File: config.mk
export PLATFORM = sky130hd
export DESIGN_NAME = sync_blank_ctrl
export DESIGN_NICKNAME = d
export VERILOG_FILES = /design/src/rtl/sbc_pkg.sv /design/src/rtl/sbc_cfg_capture.sv /design/src/rtl/sbc_chan_sel.sv /design/src/rtl/sbc_align.sv /design/src/rtl/sync_blank_ctrl.sv
export SDC_FILE = /design/constraint.sdc
export NUM_CORES = 1
export LEC_CHECK = 0
export ABC_CLOCK_PERIOD_IN_PS = 2400
export BUFFER_PORTS_ARGS = -buffer_cell sky130_fd_sc_hd__buf_4
export CAP_MARGIN = 20
export CORE_ASPECT_RATIO = 0.75
export CORE_MARGIN = 2
export CORE_UTILIZATION = 55
export DETAILED_ROUTE_END_ITERATION = 7
export GPL_ROUTABILITY_DRIVEN = 0
export PLACE_DENSITY = 0.81
export SYNTH_ARGS = -nofsm -noshare
export SYNTH_HDL_FRONTEND = slang
export SYNTH_SLANG_ARGS = --single-unit
export TNS_END_PERCENT = 20
File: constraint.sdc
create_clock -name clk -period 2.4 [get_ports clk]
set_input_delay 0.12 -clock clk [delete_from_list [all_inputs] [get_ports clk]]
set_output_delay 0.12 -clock clk [all_outputs]
set_load 0.02 [all_outputs]
File: src/rtl/sbc_pkg.sv
package sbc_pkg;
    typedef enum logic [1:0] {
        LVL_VIDEO    = 2'b00,
        LVL_BLANK    = 2'b01,
        LVL_SYNC_NEG = 2'b10,
        LVL_SYNC_POS = 2'b11
    } lvl_e;

    localparam int NCH   = 3;
    localparam int CH_GY = 0;
    localparam int CH_PB = 1;
    localparam int CH_PR = 2;
endpackage

File: src/rtl/sbc_cfg_capture.sv
module sbc_cfg_capture (
    input  logic clk,
    input  logic rst_n,
    input  logic sync_n,
    input  logic mode_pin,
    output logic ins_all,
    output logic mode_bit,
    output logic cfg_valid
);
    typedef struct packed {
        logic sync_last;   // sync_n as seen at the previous edge
        logic pend;        // capture due at the next edge
        logic pend_rise;   // direction of the pending capture
        logic ins;
        logic mode;
        logic valid;
    } cfg_t;

    cfg_t st_d, st_q;

    always_comb begin
        st_d           = st_q;
        st_d.sync_last = sync_n;
        st_d.pend      = (sync_n != st_q.sync_last);
        st_d.pend_rise = sync_n & ~st_q.sync_last;
        if (st_q.pend) begin
            if (st_q.pend_rise) begin
                st_d.mode  = mode_pin;
                st_d.valid = 1'b1;
            end else begin
                st_d.ins = mode_pin;
            end
        end
    end

    always_ff @(posedge clk or negedge rst_n) begin
        if (!rst_n) begin
            st_q <= '{sync_last: 1'b1, default: 1'b0};
        end else begin
            st_q <= st_d;
        end
    end

    assign ins_all   = st_q.ins;
    assign mode_bit  = st_q.mode;
    assign cfg_valid = st_q.valid;

    // rising-edge capture loads the mode bit from the pin
    assert_mode_load_R8: assert property (@(posedge clk) disable iff (!rst_n)
        (st_q.pend && st_q.pend_rise) |=> (mode_bit == $past(mode_pin)));
    // falling-edge capture loads the insertion flag from the pin
    assert_ins_load_R8: assert property (@(posedge clk) disable iff (!rst_n)
        (st_q.pend && !st_q.pend_rise) |=> (ins_all == $past(mode_pin)));
    // pin ignored when no capture is due
    assert_pin_ignored_R8: assert property (@(posedge clk) disable iff (!rst_n)
        !st_q.pend |=> ($stable(ins_all) && $stable(mode_bit)));
    // valid is sticky
    assert_valid_sticky_R10: assert property (@(posedge clk) disable iff (!rst_n)
        cfg_valid |=> cfg_valid);
endmodule

File: src/rtl/sbc_chan_sel.sv
module sbc_chan_sel
    import sbc_pkg::*;
#(
    parameter int DW        = 8,
    parameter bit IS_GY     = 1'b0,
    parameter bit FORCE_MID = 1'b0
) (
    input  logic          sync_act,
    input  logic          sync_pos,
    input  logic          blank_act,
    input  logic          ins_all,
    input  logic [DW-1:0] pix,
    output lvl_e          lvl,
    output logic [DW-1:0] code
);
    localparam logic [DW-1:0] MID_CODE = {1'b1, {(DW-1){1'b0}}};

    logic [DW-1:0] blank_code;
    logic          takes_sync;

    generate
        if (IS_GY) begin : g_luma
            assign blank_code = '0;
            assign takes_sync = 1'b1;
        end else begin : g_chroma
            assign blank_code = (FORCE_MID || ins_all) ? MID_CODE : '0;
            assign takes_sync = ins_all;
        end
    endgenerate

    always_comb begin
        if (sync_act) begin
            lvl  = takes_sync ? (sync_pos ? LVL_SYNC_POS : LVL_SYNC_NEG) : LVL_BLANK;
            code = blank_code;
        end else if (blank_act) begin
            lvl  = LVL_BLANK;
            code = blank_code;
        end else begin
            lvl  = LVL_VIDEO;
            code = pix;
        end
    end
endmodule

File: src/rtl/sbc_align.sv
module sbc_align #(
    parameter int             W       = 30,
    parameter int             DEPTH   = 2,
    parameter logic [W-1:0]   RST_VAL = '0
) (
    input  logic         clk,
    input  logic         rst_n,
    input  logic [W-1:0] din,
    output logic [W-1:0] dout
);
    logic [DEPTH-1:0][W-1:0] pipe_d, pipe_q;

    always_comb begin
        pipe_d[0] = din;
        for (int i = 1; i < DEPTH; i++) begin
            pipe_d[i] = pipe_q[i-1];
        end
    end

    always_ff @(posedge clk or negedge rst_n) begin
        if (!rst_n) begin
            pipe_q <= {DEPTH{RST_VAL}};
        end else begin
            pipe_q <= pipe_d;
        end
    end

    assign dout = pipe_q[DEPTH-1];
endmodule

File: src/rtl/sync_blank_ctrl.sv
module sync_blank_ctrl
    import sbc_pkg::*;
#(
    parameter int DW        = 8,
    parameter int ALIGN_DLY = 2,
    parameter bit FORCE_MID = 1'b0
) (
    input  logic          clk,
    input  logic          rst_n,
    input  logic          blank_n,
    input  logic          sync_n,
    input  logic          sync_pos,
    input  logic          mode_pin,
    input  logic [DW-1:0] pix_gy,
    input  logic [DW-1:0] pix_pb,
    input  logic [DW-1:0] pix_pr,
    output logic [1:0]    lvl_gy,
    output logic [1:0]    lvl_pb,
    output logic [1:0]    lvl_pr,
    output logic [DW-1:0] code_gy,
    output logic [DW-1:0] code_pb,
    output logic [DW-1:0] code_pr,
    output logic          ins_all,
    output logic          mode_bit,
    output logic          cfg_valid
);
    localparam int SW = 2 + DW;
    localparam logic [SW-1:0]     SLOT_RST = {LVL_BLANK, {DW{1'b0}}};
    localparam logic [NCH*SW-1:0] BUS_RST  = {NCH{SLOT_RST}};

    typedef struct packed {
        logic                   blank_act;
        logic                   sync_act;
        logic                   pos;
        logic [NCH-1:0][DW-1:0] pix;
    } in_t;

    in_t in_d, in_q;

    always_comb begin
        in_d.blank_act  = ~blank_n;
        in_d.sync_act   = ~sync_n;
        in_d.pos        = sync_pos;
        in_d.pix[CH_GY] = pix_gy;
        in_d.pix[CH_PB] = pix_pb;
        in_d.pix[CH_PR] = pix_pr;
    end

    always_ff @(posedge clk or negedge rst_n) begin
        if (!rst_n) begin
            in_q <= '{blank_act: 1'b1, default: '0};
        end else begin
            in_q <= in_d;
        end
    end

    sbc_cfg_capture i_cfg (
        .clk       (clk),
        .rst_n     (rst_n),
        .sync_n    (sync_n),
        .mode_pin  (mode_pin),
        .ins_all   (ins_all),
        .mode_bit  (mode_bit),
        .cfg_valid (cfg_valid)
    );

    lvl_e                   lvl_dec [NCH];
    logic [NCH-1:0][DW-1:0] code_dec;
    logic [NCH-1:0][SW-1:0] dec_bus;
    logic [NCH-1:0][SW-1:0] out_bus;

    generate
        for (genvar ch = 0; ch < NCH; ch++) begin : g_ch
            sbc_chan_sel #(
                .DW        (DW),
                .IS_GY     (ch == CH_GY),
                .FORCE_MID (FORCE_MID)
            ) i_sel (
                .sync_act  (in_q.sync_act),
                .sync_pos  (in_q.pos),
                .blank_act (in_q.blank_act),
                .ins_all   (ins_all),
                .pix       (in_q.pix[ch]),
                .lvl       (lvl_dec[ch]),
                .code      (code_dec[ch])
            );
            assign dec_bus[ch] = {lvl_dec[ch], code_dec[ch]};
        end
    endgenerate

    sbc_align #(
        .W       (NCH*SW),
        .DEPTH   (ALIGN_DLY),
        .RST_VAL (BUS_RST)
    ) i_align (
        .clk   (clk),
        .rst_n (rst_n),
        .din   (dec_bus),
        .dout  (out_bus)
    );

    assign {lvl_gy, code_gy} = out_bus[CH_GY];
    assign {lvl_pb, code_pb} = out_bus[CH_PB];
    assign {lvl_pr, code_pr} = out_bus[CH_PR];

    // a captured sync request always yields a sync level on G/Y
    assert_gy_sync_R4: assert property (@(posedge clk) disable iff (!rst_n)
        in_q.sync_act |-> (lvl_dec[CH_GY] inside {LVL_SYNC_NEG, LVL_SYNC_POS}));
    // single-channel insertion keeps Pb at blank during sync
    assert_pb_single_R6: assert property (@(posedge clk) disable iff (!rst_n)
        (in_q.sync_act && !ins_all) |-> (lvl_dec[CH_PB] == LVL_BLANK));
    // sync levels never appear outside a sync window
    assert_sync_only_window_R5: assert property (@(posedge clk) disable iff (!rst_n)
        !in_q.sync_act |-> (!lvl_dec[CH_GY][1] && !lvl_dec[CH_PR][1]));
    // G/Y carries code 0 whenever it is not at video level
    assert_gy_blank_code_R7: assert property (@(posedge clk) disable iff (!rst_n)
        (lvl_gy != LVL_VIDEO) |-> (code_gy == '0));
endmodule

==> results by group, run 1 <==
Logic synthesis
  – Largest area contributor in the netlist: dfrtp_1
  – Post-synthesis register bit count: 89
  – Top cell type's share of synthesized area: 81.7%
  – Area contributors post-synth: dfrtp_1 (82%), dfstp_2 (6.2%), and2_1 (4.7%)
  – Avg Inst Size Synth: 19.3 um^2
  – Ys Warns: 0
  – Post-synthesis simple-gate area fraction: 6.94%
  – Post-Syn Area: 2540 um^2
  – Seq/Total Area, Yosys: 87.9%
  – Synth Net Count: 163
  – Main combinational cell family by area after synthesis: simple AND/OR/NAND/NOR gates
  – Adder-cell area share of the yosys netlist: 0.492%
  – Post-synthesis mux area share: 2.22%
  – Yosys cell types: 14
  – Post-synthesis xor/xnor area fraction: 0%
  – Mapped Cells: 132
  – Post-synthesis compound-gate area fraction: 0.197%

Floorplanning
  – Area of the core: 4440 um^2
  – Initial core utilization: 57.2%
  – Rows: 21
  – Die W: 82.5 um
  – Die Ht: 62.9 um
  – Die area: 5190 um^2
  – Io pins: 63

GRT
  – Tot GR Track Use: 19.4%
  – Initial antenna violation count: 0
  – Vias in the first global route: 1396
  – First-pass GRT wire length: 6.93 mm
  – Pin count of the biggest net entering global routing: 90
  – Grt ovf: 0

Run
  – Total of max-cap violations: 0

Timing
  – Worst Skew: 0.00761 ns
  – Final-report hold violation count: 0
  – Slew margin rel.: 72.9%
  – Final min period: 1.27 ns
  – Least-Margin Pin Slew: 0.406 ns
  – F_max: 0.785 GHz
  – RSZ-0062 raised after global routing: no
  – Crit share post-route: 53.1%
  – Endpoints failing setup: 0
  – Final setup TNS: 0 ns
  – Final Max Tran Viols: 0

Place
  – PortBufs: 62
  – Placed Area: 3040 um^2
  – Final HPWL DP: 2.38 mm

Setup path
  – Worst EP required: 2.63 ns
  – WS Path Type: register to register
  – Startpoint Class: register
  – Reg2reg setup slack: 1.13 ns
  – CP endpoint kind: register
  – Critical Path AT: 1.50 ns
  – Worst-path fanout max: 25

Run status
  – Outcome: finished clean

Layout
  – Area Overhead vs Synth: 39.3%
  – Fillers: 255
  – Number of antenna diodes: 0
  – Fin area: 3540 um^2
  – Nets@finish: 262
  – Layout cells sized above 1: 40.3%

Clock tree
  – H-tree Lvls: 3
  – Worst-Skew Late Latency: 0.34 ns
  – Num CTS Buffers: 9
  – Root Buffer Master: clkbuf_8
  – Clock buffer depth: 2
  – CTS resizes: 0
  – Clk sink count: 89
  – Clock slew at reported path FFs: 0.08 ns
  – Post-CTS setup buffers: 0
  – Cts hold-fix bufs: 28
  – Clock tree from TritonCTS: yes

Detailed routing
  – Routed wire length: 4.31 mm
  – Pre-antenna DRT Iters: 2
  – Total number of vias: 1308
  – Via density: 4.46
  – ANT nets after route: 0
  – Routed len/inst: 14.7 um
  – Residual DRC: 0
  – Starting DRT DRC Count: 71

Pwr
  – Leak: 1.77 nW
  – Pwr/cell area: 786 nW/um^2
  – Overall power: 0.00278 W
  – Worst IR drop on VDD: 524 uV

Worst hold path
  – Tightest Hold Check Type: primary input to async pin
## worst max-delay path: stages (launching register included)
cell and delay (ns):
dfrtp_1 0.43, nor2_4 0.35, mux2_2 0.38
## routing by layer
layer  GRT usage (%)  wire length [um]  vias up
li1                -                 -      597
met1            22.0              1510      663
met2            32.8              2470       41
met3            9.39               292        7
met4            4.92                34        0
met5               0                 0        -
## cell usage in the layout, fill, tap and decap left out, drive strengths merged
cell and n:
nand2 1, clkbuf 11, nor2b 1, dfrtp 83
nor2 1, buf 63, nand2b 1, and2 23
inv 5, ha 1, clkinvlp 2, dlygate4sd3 29
clkinv 3, mux2 5, dfstp 6, a21oi 1
## cells by family (layout without fill, tap and decap cells)
family	count (synthesis)	count (layout)
AO/OA/AOI/OAI	1	1
AND/OR/NAND/NOR	27	27
flip-flops	89	89
multiplexers	5	5
adder cells (fa/ha/maj)	1	1
buffers and inverters	9	113
## worst paths after layout
kind	from	end	cells past startpoint
max in group asynchronous	rst_n	in_q[18]	3
max reg2reg	in_q[25]	i_align.pipe_d[57]	2
max	in_q[25]	i_align.pipe_d[57]	2
min in group clk	i_align.pipe_d[41]	i_align.dout[11]	0
min reg2reg	i_align.pipe_d[41]	i_align.dout[11]	0
min	rst_n	i_align.dout[25]	2
## per-stage QoR
step / std cells / util, % / setup WS [ns] / hold slack (ns)
final: 293 / 79.7 / 1.13 / 0.252
after global routing: 293 / 79.7 / 1.02 / 0.276
after CTS: 291 / 78.9 / 1.10 / 0.0112
after detailed placement: 247 / 68.5 / 1.11 / 0.231
after global placement: 247 / 68.5 / 1.14 / 0.229
after floorplan: 132 / - / 1.38 / -0.176
## state kept, by name, indices dropped and copies added, names as in the netlist
name	flops
i_align.dout	28
i_align.pipe_d	28
i_cfg.cfg_valid	1
i_cfg.ins_all	1
i_cfg.mode_bit	1
i_cfg.st_q	3
in_q	27
## synthesized netlist by cell type
| cell | n |
|---|---|
| ha_1 | 1 |
| mux2_2 | 5 |
| a21oi_1 | 1 |
| dfstp_2 | 6 |
| nor2_4 | 1 |
| buf_4 | 2 |
| inv_1 | 5 |
| nand2_1 | 1 |
| buf_6 | 2 |
| and2_2 | 4 |
| nand2b_1 | 1 |
| and2_1 | 19 |
| nor2b_1 | 1 |
| dfrtp_1 | 83 |
## where the power goes
group	internal, W	switching [W]	total [W]
sequential	0.00159	0.0000326	0.00162
clock	0.000427	0.000478	0.000905
combinational	0.000134	0.000124	0.000257
## final cells by class
cell class	count	area [um^2]	area share, %
sequential	89	2230	63.1
timing repair buffer	92	783	22.1
multi-input combinational	34	250	7.07
clock buffer	11	151	4.28
tap	57	71.3	2.01
clock inverter	5	30.0	0.848
inverter	5	18.8	0.530
Power figures use the tool's default switching activity.
==> run 2: changes to the inputs <==
- ABC_AREA: default -> 1
- ABC_CLOCK_PERIOD_IN_PS: 2400 -> 1000
- CORE_UTILIZATION: 55 -> 46
- PLACE_DENSITY: 0.81 -> 0.72
- clock period: 2.4 -> 1 ns (I/O delays scaled with it)
==> results by group, run 2 <==
Pwr
  – Worst IR drop on VDD: 1230 uV
  – Comb pwr share: 9.9%
  – Clock Power Share: 34.9%
  – Overall power: 0.00702 W
  – Pwr/cell area: 1840 nW/um^2
  – Switching portion of total power: 23.1%
  – Int Power: 0.00540 W
  – Seq pwr share: 55.2%
  – Leak: 1.99 nW
  – Switching power: 0.00162 W

Timing
  – Final worst setup slack: -0.0562 ns
  – F_max: 0.947 GHz
  – Endpoints failing setup: 4
  – RSZ-0062 raised after global routing: yes
  – Final Max Tran Viols: 0
  – Final-report hold violation count: 0
  – Crit share post-route: 106%
  – Worst Skew: 0.00787 ns
  – WHS: 0.140 ns
  – Slew margin rel.: 78.4%
  – Final min period: 1.06 ns
  – Least-Margin Pin Slew: 0.324 ns

Detailed routing
  – Pre-antenna DRT Iters: 2
  – Routed wire length: 3.99 mm
  – Residual DRC: 0
  – ANT nets after route: 0
  – Total number of vias: 1454
  – Starting DRT DRC Count: 24
  – Via density: 4.08
  – Routed len/inst: 11.2 um

Clock tree
  – H-tree Lvls: 3
  – Root Buffer Master: clkbuf_8
  – Worst-Skew Late Latency: 0.35 ns
  – Clock slew at reported path FFs: 0.08 ns
  – Clock buffer depth: 2
  – Num CTS Buffers: 9
  – Clk sink count: 89
  – Clock tree from TritonCTS: yes

Setup path
  – Critical Path AT: 1.01 ns
  – CP endpoint kind: output port
  – WS Path Type: register to output port
  – Worst path bufs/invs: 1
  – Worst-path fanout max: 2
  – Worst path max stage delay: 0.53 ns
  – Slowest CP cell: dfstp_2
  – Critical-path cell list: buf_4
  – Worst EP required: 0.95 ns
  – CP startpoint: i_align.dout[28]
  – R2r startpoint: in_q[26]
  – Startpoint Class: register
  – Family with the most delay on the worst path: flip-flops

Logic synthesis
  – Post-Syn Area: 2630 um^2
  – Synth Net Count: 200
  – Main flop type after synthesis: dfrtp_1
  – Post-synth top cells: dfrtp_1 (83), inv_1 (31), nor2_2 (19)
  – Largest area contributor in the netlist: dfrtp_1
  – Ys Warns: 0
  – Area contributors post-synth: dfrtp_1 (79%), dfstp_2 (6.0%), nor2_2 (4.5%)
  – Seq/Total Area, Yosys: 84.8%
  – Avg Inst Size Synth: 15.6 um^2
  – Cell with the most instances after synthesis: dfrtp_1
  – Yosys cell types: 13
  – Top cell type's share of synthesized area: 78.9%
  – Post-synthesis register bit count: 89
  – Mapped Cells: 169
  – FFs w/ async S/R, synth: 100%
  – Post-synth EDFFs: 0

GRT
  – First-pass GRT wire length: 6.70 mm
  – Initial antenna violation count: 0
  – Grt ovf: 0
  – Vias in the first global route: 1538
  – Tot GR Track Use: 14.5%
  – Pin count of the biggest net entering global routing: 41

Place
  – Worst slack, placed: -0.00879 ns
  – Final HPWL DP: 2.29 mm
  – PortBufs: 62
  – Placed Area: 3250 um^2

Layout
  – Fin area: 3800 um^2
  – Most frequent cells in the layout: dfrtp_1 (83), buf_4 (65), inv_1 (31)
  – Final Util: 69.9%
  – Number of antenna diodes: 0
  – Area Overhead vs Synth: 44.4%
  – Fillers: 364
  – Area of the multi-input gates: 254 um^2
  – Layout cells sized above 1: 40.9%
  – Nets@finish: 307
  – Commonest non-fill, non-tap cell in the layout: dfrtp_1
  – Reg area: 2230 um^2

Floorplanning
  – Initial core utilization: 48.4%
  – Io pins: 63
  – Die area: 6350 um^2
  – Rows: 23
  – Area of the core: 5440 um^2
  – Die Ht: 69.5 um
  – Die W: 91.4 um

Run
  – Total of max-cap violations: 0

Worst hold path
  – Tightest Hold Check Type: primary input to async pin

Run status
  – Violated checks: negative setup slack
  – Outcome: finished with violations
==> run 2: cell count changes after synthesis, sizes merged, moves of 2 or more <==
cell	before	now
inv	5	32
and2	23	0
nor2	1	23
nand2	1	16
mux2	5	0
nand3	0	2
o21ai	0	2
==> run 2: metrics by stage <==
stage          setup TNS [ns]  cells
6_report               -0.145    356
5_1_grt                -0.883    356
4_1_cts                -0.371    355
3_5_place_dp          -0.0220    308
3_3_place_gp                0    308
2_1_floorplan               0    169
==> run 2: cell type report <==
cell class	count	share of cell area, %
well taps	75	2.47
repair buffers	100	23.5
flip-flops and latches	89	58.7
inverters	32	3.22
clock inverters	5	1.64
clock buffers	11	3.72
multi-input cells	44	6.68
==> run 2: kinds of logic (layout without fill, tap and decap cells) <==
kind of cell / count (synthesis) / count (layout) / share of synthesized area (%)
AND/OR/NAND/NOR: 41 / 41 / 8.31
flip-flops: 89 / 89 / 84.8
adder cells (fa/ha/maj): 1 / 1 / 0.475
buffers and inverters: 36 / 148 / 5.99
AO/OA/AOI/OAI: 2 / 2 / 0.380
==> run 2: worst paths after layout <==
check,end,cells past startpoint,slack [ns]
min in group clk,in_q[3],2,0.34
setup / recovery,lvl_pr[0],1,-0.06
hold reg to reg,i_align.dout[17],0,0.35
setup reg to reg,i_align.pipe_d[31],4,0
hold / removal,i_align.dout[19],2,0.14
max in group asynchronous,i_cfg.st_q[5],3,0.35
==> run 2: repair_timing <==
item                       4_1_cts  5_1_grt
hold buffers                    29        0
cloned                           0        1
setup endpoints to repair       25       25
hold endpoints to repair       120        0
resized for setup                1        4
pin swaps                        0        1
setup buffers                    2        0
==> run 2: layer usage <==
layer / global-route usage, % / vias up / share of wire (%)
li1: - / 697 / -
met1: 14.6 / 704 / 37
met2: 25.7 / 44 / 56
met3: 7.17 / 9 / 6.3
met4: 5.56 / 0 / 1.1
met5: 0 / - / 0
==> run 2: power by group through the flow <==
stage | combinational [W] | clock [W] | sequential (W)
after detailed placement | 0.000573 | 0 | 0.00395
after CTS | 0.000685 | 0.00253 | 0.00387
final | 0.000695 | 0.00245 | 0.00387
after floorplan | 0.000138 | 0 | 0.00404
after global routing | 0.000757 | 0.00272 | 0.00390
after global placement | 0.000561 | 0 | 0.00394
